**config.mk**
```make
export PLATFORM = sky130hd
export DESIGN_NAME = bl_unit
export DESIGN_NICKNAME = d
export VERILOG_FILES = /design/src/rtl/bl_pkg.sv /design/src/rtl/bl_target.sv /design/src/rtl/bl_link.sv /design/src/rtl/bl_unit.sv
export SDC_FILE = /design/constraint.sdc
export NUM_CORES = 1
export LEC_CHECK = 0
export BUFFER_PORTS_ARGS = -buffer_cell sky130_fd_sc_hd__buf_2
export CORE_UTILIZATION = 51
export CTS_BUF_LIST = sky130_fd_sc_hd__clkbuf_4 sky130_fd_sc_hd__clkbuf_8
export DETAILED_ROUTE_END_ITERATION = 6
export PLACE_DENSITY = 0.91
export SETUP_SLACK_MARGIN = 0.1
export SYNTH_ARGS = -nofsm -noshare
export SYNTH_HDL_FRONTEND = slang
export SYNTH_HIERARCHICAL = 1
export SYNTH_SLANG_ARGS = --single-unit
```
**constraint.sdc**
```tcl
create_clock -name clk -period 2.1 [get_ports clk]
set_clock_uncertainty 0.15 [all_clocks]
set_input_delay 0.21 -clock clk [delete_from_list [all_inputs] [get_ports clk]]
set_output_delay 0.21 -clock clk [all_outputs]
set_load 0.1 [all_outputs]
```
**src/rtl/bl_pkg.sv**
```systemverilog
package bl_pkg;
    localparam int FIELD_W = 9;
    localparam int WIDE_W  = 2 * FIELD_W;

    typedef enum logic [1:0] {
        OP_STEP = 2'b00,
        OP_JUMP = 2'b01,
        OP_CALL = 2'b10,
        OP_RSVD = 2'b11
    } bl_op_e;
endpackage

```
**src/rtl/bl_target.sv**
```systemverilog
module bl_target
    import bl_pkg::*;
#(
    parameter int PC_W   = 10,
    parameter int DATA_W = 32
) (
    input  logic               ext_mode,
    input  logic               imm_sel,
    input  logic [FIELD_W-1:0] src_field,
    input  logic [FIELD_W-1:0] dst_field,
    input  logic [DATA_W-1:0]  src_rdata,
    output logic [PC_W-1:0]    target
);
    logic [FIELD_W-1:0] narrow;
    logic [WIDE_W-1:0]  wide_imm;

    always_comb begin
        narrow   = imm_sel ? src_field : src_rdata[FIELD_W-1:0];
        wide_imm = {dst_field, src_field};
        if (!ext_mode) begin
            target = PC_W'(narrow);
        end else if (imm_sel) begin
            target = PC_W'(wide_imm);
        end else begin
            target = PC_W'(src_rdata);
        end
    end
endmodule

```
**src/rtl/bl_link.sv**
```systemverilog
module bl_link
    import bl_pkg::*;
#(
    parameter int                 PC_W      = 10,
    parameter int                 DATA_W    = 32,
    parameter logic [FIELD_W-1:0] LINK_ADDR = 9'h1EF
) (
    input  logic [PC_W-1:0]    cur_pc,
    input  logic               ext_mode,
    input  logic [FIELD_W-1:0] dst_field,
    output logic [FIELD_W-1:0] link_addr,
    output logic [DATA_W-1:0]  link_data
);
    logic [PC_W-1:0] ret_pc;

    always_comb begin
        ret_pc = cur_pc + PC_W'(1);
        if (ext_mode) begin
            link_addr = LINK_ADDR;
            link_data = DATA_W'(ret_pc);
        end else begin
            link_addr = dst_field;
            link_data = DATA_W'(ret_pc[FIELD_W-1:0]);
        end
    end
endmodule

```
**src/rtl/bl_unit.sv**
```systemverilog
module bl_unit
    import bl_pkg::*;
#(
    parameter int                 PC_W      = 10,
    parameter int                 DATA_W    = 32,
    parameter logic [FIELD_W-1:0] LINK_ADDR = 9'h1EF
) (
    input  logic               clk,
    input  logic               rst_n,
    input  logic               stall,
    input  logic [1:0]         op,
    input  logic               ext_mode,
    input  logic               imm_sel,
    input  logic [FIELD_W-1:0] src_field,
    input  logic [FIELD_W-1:0] dst_field,
    input  logic [DATA_W-1:0]  src_rdata,
    output logic [PC_W-1:0]    pc,
    output logic               wb_en,
    output logic [FIELD_W-1:0] wb_addr,
    output logic [DATA_W-1:0]  wb_data
);
    typedef struct packed {
        logic [PC_W-1:0]    pc;
        logic               wb_en;
        logic [FIELD_W-1:0] wb_addr;
        logic [DATA_W-1:0]  wb_data;
    } bl_state_t;

    bl_state_t          st_d, st_q;
    logic [PC_W-1:0]    target;
    logic [FIELD_W-1:0] link_addr;
    logic [DATA_W-1:0]  link_data;
    bl_op_e             op_e;

    assign op_e = bl_op_e'(op);

    bl_target #(.PC_W(PC_W), .DATA_W(DATA_W)) target_i (
        .ext_mode (ext_mode),
        .imm_sel  (imm_sel),
        .src_field(src_field),
        .dst_field(dst_field),
        .src_rdata(src_rdata),
        .target   (target)
    );

    bl_link #(.PC_W(PC_W), .DATA_W(DATA_W), .LINK_ADDR(LINK_ADDR)) link_i (
        .cur_pc   (st_q.pc),
        .ext_mode (ext_mode),
        .dst_field(dst_field),
        .link_addr(link_addr),
        .link_data(link_data)
    );

    always_comb begin
        st_d       = st_q;
        st_d.wb_en = 1'b0;
        if (!stall) begin
            unique case (op_e)
                OP_JUMP: st_d.pc = target;
                OP_CALL: begin
                    st_d.pc      = target;
                    st_d.wb_en   = 1'b1;
                    st_d.wb_addr = link_addr;
                    st_d.wb_data = link_data;
                end
                default: st_d.pc = st_q.pc + PC_W'(1);
            endcase
        end
    end

    always_ff @(posedge clk or negedge rst_n) begin
        if (!rst_n) begin
            st_q <= '0;
        end else begin
            st_q <= st_d;
        end
    end

    assign pc      = st_q.pc;
    assign wb_en   = st_q.wb_en;
    assign wb_addr = st_q.wb_addr;
    assign wb_data = st_q.wb_data;
endmodule

```
---- Word level (Yosys, flattened, before mapping) ----
Cells that the tools add are included.
cells by class
  $add $sub $neg .......................... 1
  $mul .................................... 0
  divide/modulo/power cells ............... 0
  magnitude comparators ................... 0
  equality and inequality tests ........... 2
  shift operators ......................... 0
  muxes and demuxes ....................... 8
  bitwise logic cells ..................... 1
  reduce and logical (&&, ||, !) cells .... 2
operator list
  cell                   count
  $mux 42                2
  $mux 10                4
  $mux 9                 2
  $add 10x1->10 const B  1
  $eq 2x1->1 const B     1
  $eq 2x2->1 const B     1
  $reduce_and 2->1       1
  $reduce_or 2->1        1
  $not 1->1              1
storage, ports and cells
  flip-flop bits (word level) ............. 52
  latch bits .............................. 0
  RAM bits ................................ 0
  ROM bits ................................ 0
  input bits .............................. 57
  output and inout port bits .............. 52
  logic and storage cells ................. 18
  memories ................................ 0

---- Depth between registers and ports, before layout ----
Gate-level depths: netlist of run 1.
  depth after elaboration ................. 4
  gate-level depth with buffers ........... 7

---- Cells and area by module ----
Netlist of run 1, hierarchy kept.
modules (own cells, without submodules)
  module     times used  cells each  area each (µm²)  seq. area each (µm²)
  bl_unit    1           158         2160.8           1301.2
  bl_link    1           57          411.6            0.0
  bl_target  1           12          162.7            0.0

---- Worst setup path before layout of run 1 ----
OpenSTA, ideal clock, no wires.
  path type ............................... reg-to-reg
  from .................................... reg st_q (netlist bit pc[0])
  to ...................................... reg st_q (netlist bit wb_data[6])
  arrival ................................. 2.116 ns
  data required time ...................... 1.822 ns
  setup slack ............................. -0.295 ns
  cell stages (with the launch flop) ...... 6
  buffers on the path ..................... 0
  period minus slack after synthesis ...... 2.395 ns
  cells stage by stage .................... dfrtp_1 > ha_1 > and3_2 > nand3_1 > xnor2_1 > mux2_1
between the ends
  longest elaborated chain between the ends .. 2
ends and longest elaborated chain
  element                 RTL line       source
  start, declared         bl_unit.sv:29  bl_state_t st_d, st_q;
  start signal, assigned  bl_unit.sv:75  st_q <= st_d;
  $add 10x1->10           bl_link.sv:17  ret_pc = cur_pc + PC_W'(1);
  $mux 10                 bl_link.sv:18  if (ext_mode) begin
  net link_data[6]        bl_unit.sv:32  logic [DATA_W-1:0] link_data;
The timed path passes the listed nets, and every way through them passes these cells.
A chain may end at the register's enable or synchronous reset.

---- Worst setup path in the final report of run 1 ----
Ends and elaborated chain as after synthesis.

==> results of run 1 <==
==> through the flow <==
stage                     util [%]  instance area [µm²]
final                        63.73                 3276
after global routing         63.73                 3276
after CTS                    63.73                 3276
after detailed placement     61.73                 3173
after global placement       61.73                 3173
after floorplan                  -                 2825
==> final cells by class <==
cell class	count	share of cell area (%)
tap	70	2.674
clock inverter	2	0.3056
timing repair buffer	91	14.74
inverter	6	0.6875
multi-input combinational	157	39.00
sequential	52	40.07
clock buffer	6	2.521
==> power by group <==
group | internal, mW | switching [mW] | total, mW
Clock | 0.264 | 0.315 | 0.578
Combinational | 0.471 | 2.21 | 2.68
Sequential | 1.25 | 0.218 | 1.47
Total | 1.99 | 2.74 | 4.73
==> flip-flops by register name (all words and copies together), names as in the netlist <==
register / flops
wb_en: 1
wb_data: 32
wb_addr: 9
pc: 10
==> final timing paths <==
check	start	end	slack [ns]	cells past startpoint
worst min register to register	wb_data[11]	wb_data[11]	0.34	1
min in group asynchronous	rst_n	pc[1]	0.38	2
max in group asynchronous	rst_n	wb_data[18]	0.87	3
worst max register to register	pc[0]	wb_data[6]	0.37	5
worst max-delay path	pc[0]	wb_data[6]	0.37	5
worst min-delay path	dst_field[1]	wb_addr[1]	0.05	3
==> worst min-delay path, delay by kind of cell <==
family | cells | cell delay, ns
muxes | 1 | 0.11
and+or+nand+nor | 1 | 0.08
buffers and inverters | 1 | 0.07
==> cells in the final DEF, fill, tap and decap left out, types with 4 or more instances in the layout <==
cell type  Yosys  layout
nand3_1       11      11
inv_1          5       5
conb_1         1      22
dfrtp_2        0       9
dfrtp_1       52      43
nand2_1        8       8
or2_2          9       9
xnor2_1        6       6
buf_2          5      86
nand4_1        4       4
mux2_4         9       9
clkbuf_8       0       6
o22ai_1        5       5
a21oi_1        8       8
mux2i_1        8       8
mux2_1        41      41
==> repair_timing <==
item                                    CTS  global route
gates resized for setup                   0             0
endpoints found under the setup margin    0             0
endpoints found under the hold margin    27             0
hold buffers                              1             0
==> routing by layer <==
metal	wire, µm	global-route usage (%)	up-vias
li1	-	-	921
met1	2179	22.79	964
met4	119	9.465	0
met5	0	0	-
met2	2755	36.14	60
met3	239	3.614	10
==> logic make-up after synthesis <==
family / synth area share (%)
other: 0.1371
buffers and inverters: 8.875
flip-flops: 47.58
multiplexers: 24.75
XOR/XNOR: 2.242
adder cells (fa/ha/maj): 1.373
AO/OA/AOI/OAI: 4.392
AND/OR/NAND/NOR: 10.66
==> flow_metrics.tcl, run 1 <==
set metrics [dict create \
    status "finished, final reports clean" \
    grt_max_degree 29 \
    row_count 26 \
    clock_path_buffers 2 \
    synth_flop_cell "dfrtp_1" \
    powerDensity_nw_per_um2 1444 \
    crit_family "flip-flops" \
    cts_tree "done" \
    grt_use_total_pct 19.95 \
    drv_slew 0 \
    grt_pass1_vias 1937 \
    antenna_found_initial 0 \
    ys_types 37 \
    wl_um 5294 \
    dpl.cell_count 375 \
    multiInputGateArea_um2 1277 \
    synth_common_cells "dfrtp_1 (52), mux2_1 (41), buf_4 (22), nand3_1 (11)" \
    fin_ws_ns 0.3667 \
    dr.pass1.iters 4 \
    cp_max_fo 9 \
    max_freq_mhz 577.0 \
    first_iter_violations 129 \
    ant_nets 0 \
    synth.most_common_cell "dfrtp_1" \
    worst_path_max_delay_cell "dfrtp_2" \
    htree_levels 2 \
    die-width_um 75.23 \
    syn2layout_area_growth_pct 19.76 \
    routed-via-count 1955 \
    synth_area_per_cell_um2 12.05 \
    crit_required_ns 2.13 \
    max_stage_delay_ns 0.46 \
    seqCellArea_um2 1313 \
    seq_area_frac_synth_pct 47.58 \
    synthesis.area_um2 2735 \
    n_antenna_cell 0 \
    setup_tns_ns 0 \
    cts_buffers 5 \
    peakVddDrop_uv 975.2 \
    final_cells 384 \
    overflow 0 \
    yosysWarnings 6 \
    relSlewSlack_pct 55.72 \
    cts_setup_buffers 0 \
    max_cap_violations 0 \
    grt_first_pass_wirelength_um 8473 \
    period_share_pct 82.54 \
    place_ws_ns 0.4002 \
    clock_sinks 52 \
    final_nets 373 \
    hpwl_um 3897 \
    p_leak_nw 1.584 \
    hold_viol_final 0 \
    syn_inst 227 \
    netlist.area_leader.share_pct 47.58 \
    cp-start-kind "register" \
    io_buffers 86 \
    synth_edf_count 0 \
    synth-seq-cells 52 \
    grt_setup_unrepaired "false" \
    ys_async_sr_fraction_pct 100.0 \
    die_h_um 75.23 \
    cts_root_buffer "clkbuf_8" \
    netlist_top_cells_area "dfrtp_1 (48%), mux2_1 (17%), buf_4 (6.0%), mux2_4 (4.9%), mux2i_1 (2.9%)" \
    cp_data_arrival_time_ns 1.77 \
    crit_buf_inv 0 \
    path_cells "ha_1, and3_2, nand3_1, xnor2_1, mux2_1" \
    die_area_um2 5660 \
    setup_viol 0 \
    drc 0 \
    critPathKind "reg2reg" \
    avgViaCountPerCell 5.091 \
    clock_latency_ns 0.29 \
    power_mw 4.731 \
    clk_pin_slew_worst_paths_ns 0.09 \
    core_area_um2 5140 \
    drive_above_1_share_pct 42.04 \
    period_needed_ns 1.733 \
    max_slew.worst_pin.slew_ns 0.6642 \
    avgRoutedWirePerCell_um 13.79 \
    synth_top_area_cell "dfrtp_1" \
    nFillCells 457 \
    hold_path_class "in2reg" \
    place.gp.congestion 0.7935 \
    io_pins 109 \
    fin_hold_ws_ns 0.05162 \
    cp-end-kind "register" \
    start_util_pct 53.21 \
]
(Power assumes the default switching activity.)
==> inputs of run 2 (changes only) <==
==> constraint.sdc (replaced) <==
create_clock -name clk -period 1.75 [get_ports clk]
set_clock_uncertainty 0.15 [all_clocks]
set_input_delay 0.175 -clock clk [delete_from_list [all_inputs] [get_ports clk]]
set_output_delay 0.175 -clock clk [all_outputs]
set_load 0.1 [all_outputs]
==> run 2 against run 1 <==
Net effect: sequential share of layout area shrank 1.7 points; global-route usage grew 0.84 points; sequential cell count unchanged; hold slack got worse by 0.039 ns; utilization increased by 4.0 points; wire length is 10% higher; critical path depth shrank 1; via count rose by 3.5%; cell area is 6.2% higher; maximum frequency increased by 7.1%; critical endpoint is now pc[9]; non-clock buffer count grew 14; power grew 26%; largest cell class unchanged.
==> flow_metrics.tcl, run 2 (same netlist as run 1, synthesis figures left out) <==
set metrics [dict create \
    crit_required_ns 1.84 \
    grt_pass1_vias 1813 \
    clock_sinks 52 \
    worst_path_max_delay_cell "or4b_1" \
    powerDensity_nw_per_um2 1715 \
    cts_root_buffer "clkbuf_8" \
    power.switching_mw 3.364 \
    combPwrFrac_pct 58.5 \
    hold_viol_final 0 \
    io_buffers 86 \
    clk_pin_slew_worst_paths_ns 0.09 \
    clock_latency_ns 0.30 \
    cts_tree "done" \
    path_cells "and4_4, nand4_1, or4b_1, nand3_1" \
    critPathKind "reg2reg" \
    start_util_pct 53.21 \
    grt_first_pass_wirelength_um 8618 \
    status "finished, final reports clean" \
    layout_common_cells "buf_2 (86), dfrtp_1 (43), mux2_1 (36), conb_1 (22), mux2_4 (14)" \
    layout_commonest_cell "buf_2" \
    clockPowerShare_pct 11.7 \
    cp-start-kind "register" \
    row_count 26 \
    p_int_mw 2.602 \
    max_cap_violations 0 \
    avgRoutedWirePerCell_um 14.63 \
    setup_viol 0 \
    drv_slew 0 \
    dr.pass1.iters 4 \
    io_pins 109 \
    largest_reg_flops 32 \
    overflow 0 \
    syn2layout_area_growth_pct 27.22 \
    p_leak_nw 1.674 \
    die-width_um 75.23 \
    period_needed_ns 1.618 \
    cp-end-kind "register" \
    ant_nets 0 \
    drc 0 \
    setup_tns_ns 0 \
    grt_use_total_pct 20.79 \
    die_area_um2 5660 \
    period_share_pct 92.47 \
    fin_area_um2 3480 \
    swShare_pct 56.38 \
    peakVddDrop_uv 1289 \
    routed-via-count 2024 \
    max_freq_mhz 617.9 \
    place_ws_ns 0.1144 \
    n_antenna_cell 0 \
    pwr-share-seq_pct 29.8 \
    htree_levels 2 \
    grt_max_degree 33 \
    fin_ws_ns 0.1317 \
    antenna_found_initial 0 \
    hold_path_class "in2reg" \
    core_area_um2 5140 \
    cp_data_arrival_time_ns 1.71 \
    clock_path_buffers 2 \
    hpwl_um 4121 \
    max_stage_delay_ns 0.47 \
    drive_above_1_share_pct 46.95 \
    place.gp.congestion 0.8370 \
    final_nets 387 \
    cp_max_fo 6 \
    die_h_um 75.23 \
    wl_um 5824 \
    grt_setup_unrepaired "true" \
    cts_buffers 5 \
    first_iter_violations 94 \
    relSlewSlack_pct 65.97 \
    place_area_um2 3259 \
    max_slew.worst_pin.slew_ns 0.5104 \
    avgViaCountPerCell 5.085 \
]
-- run 2: changes by cell type in the layout (fill, tap and decap cells not counted), moves of 5 or more --
cell / delta
mux2_1: -5
dfrtp_4: +9
buf_4: +10
mux2_4: +5
dfrtp_2: -9
-- run 2: final timing paths --
path                               from           to  slack, ns  cells after the start
max reg2reg                       pc[3]        pc[9]       0.13                      4
max in group asynchronous         rst_n        pc[7]       0.68                      3
min reg2reg                 wb_data[24]  wb_data[24]       0.33                      1
min in group asynchronous         rst_n        pc[0]       0.21                      2
min                        dst_field[7]   wb_addr[7]       0.01                      3
max                               pc[3]        pc[9]       0.13                      4
-- run 2: critical path: cells and delay by family (launching register included) --
kind,cells,cell delay [ns]
AND/OR/NAND/NOR,4,0.94
flip-flops,1,0.46
-- run 2: power by group through the flow --
stage               clock network (mW)  logic, mW  registers [mW]
finish                           0.697       3.49            1.78
global route                     0.770       3.63            1.82
CTS                              0.719       3.32            1.80
detailed placement                   0       3.29            1.83
global placement                     0       3.23            1.80
floorplan                            0      0.596            3.98
-- run 2: area by class of cell --
type | instances | area [µm²]
Clock buffer | 8 | 91.34
Fill cell | 409 | 1660
Inverter | 6 | 22.52
Multi-Input combinational cell | 157 | 1320
Sequential cell | 52 | 1335
Tap cell | 70 | 87.58
Timing Repair Buffer | 105 | 623.1
-- run 2: routing by layer --
layer  share of wire [%]  wire [µm]  vias to the layer above  global-route usage, %
met5                   0          0                        -                      0
li1                    -          -                      956                      -
met1                  41       2387                      987                  24.61
met2                  53       3077                       77                  37.14
met4                0.41         24                        0                  5.144
met3                 5.8        335                        4                  6.158
-- run 2: stage by stage --
step,utilization (%),total power [mW],hold slack (ns),instances
after floorplan,-,4.577,-0.2706,248
after global placement,63.41,5.035,0.01994,375
final,67.70,5.967,0.01308,398
after CTS,65.68,5.843,0.01069,386
after detailed placement,63.41,5.123,0.02919,375
after global routing,67.70,6.224,0.01442,398
-- run 2: repair_timing --
| item | in CTS | in global routing |
|---|---|---|
| setup buffers | 2 | 12 |
| hold buffers | 1 | 0 |
| resized for setup | 0 | 1 |
| setup endpoints to repair | 1 | 3 |
| gates cloned | 0 | 0 |
| pin swaps | 0 | 2 |
| hold endpoints to repair | 20 | 0 |
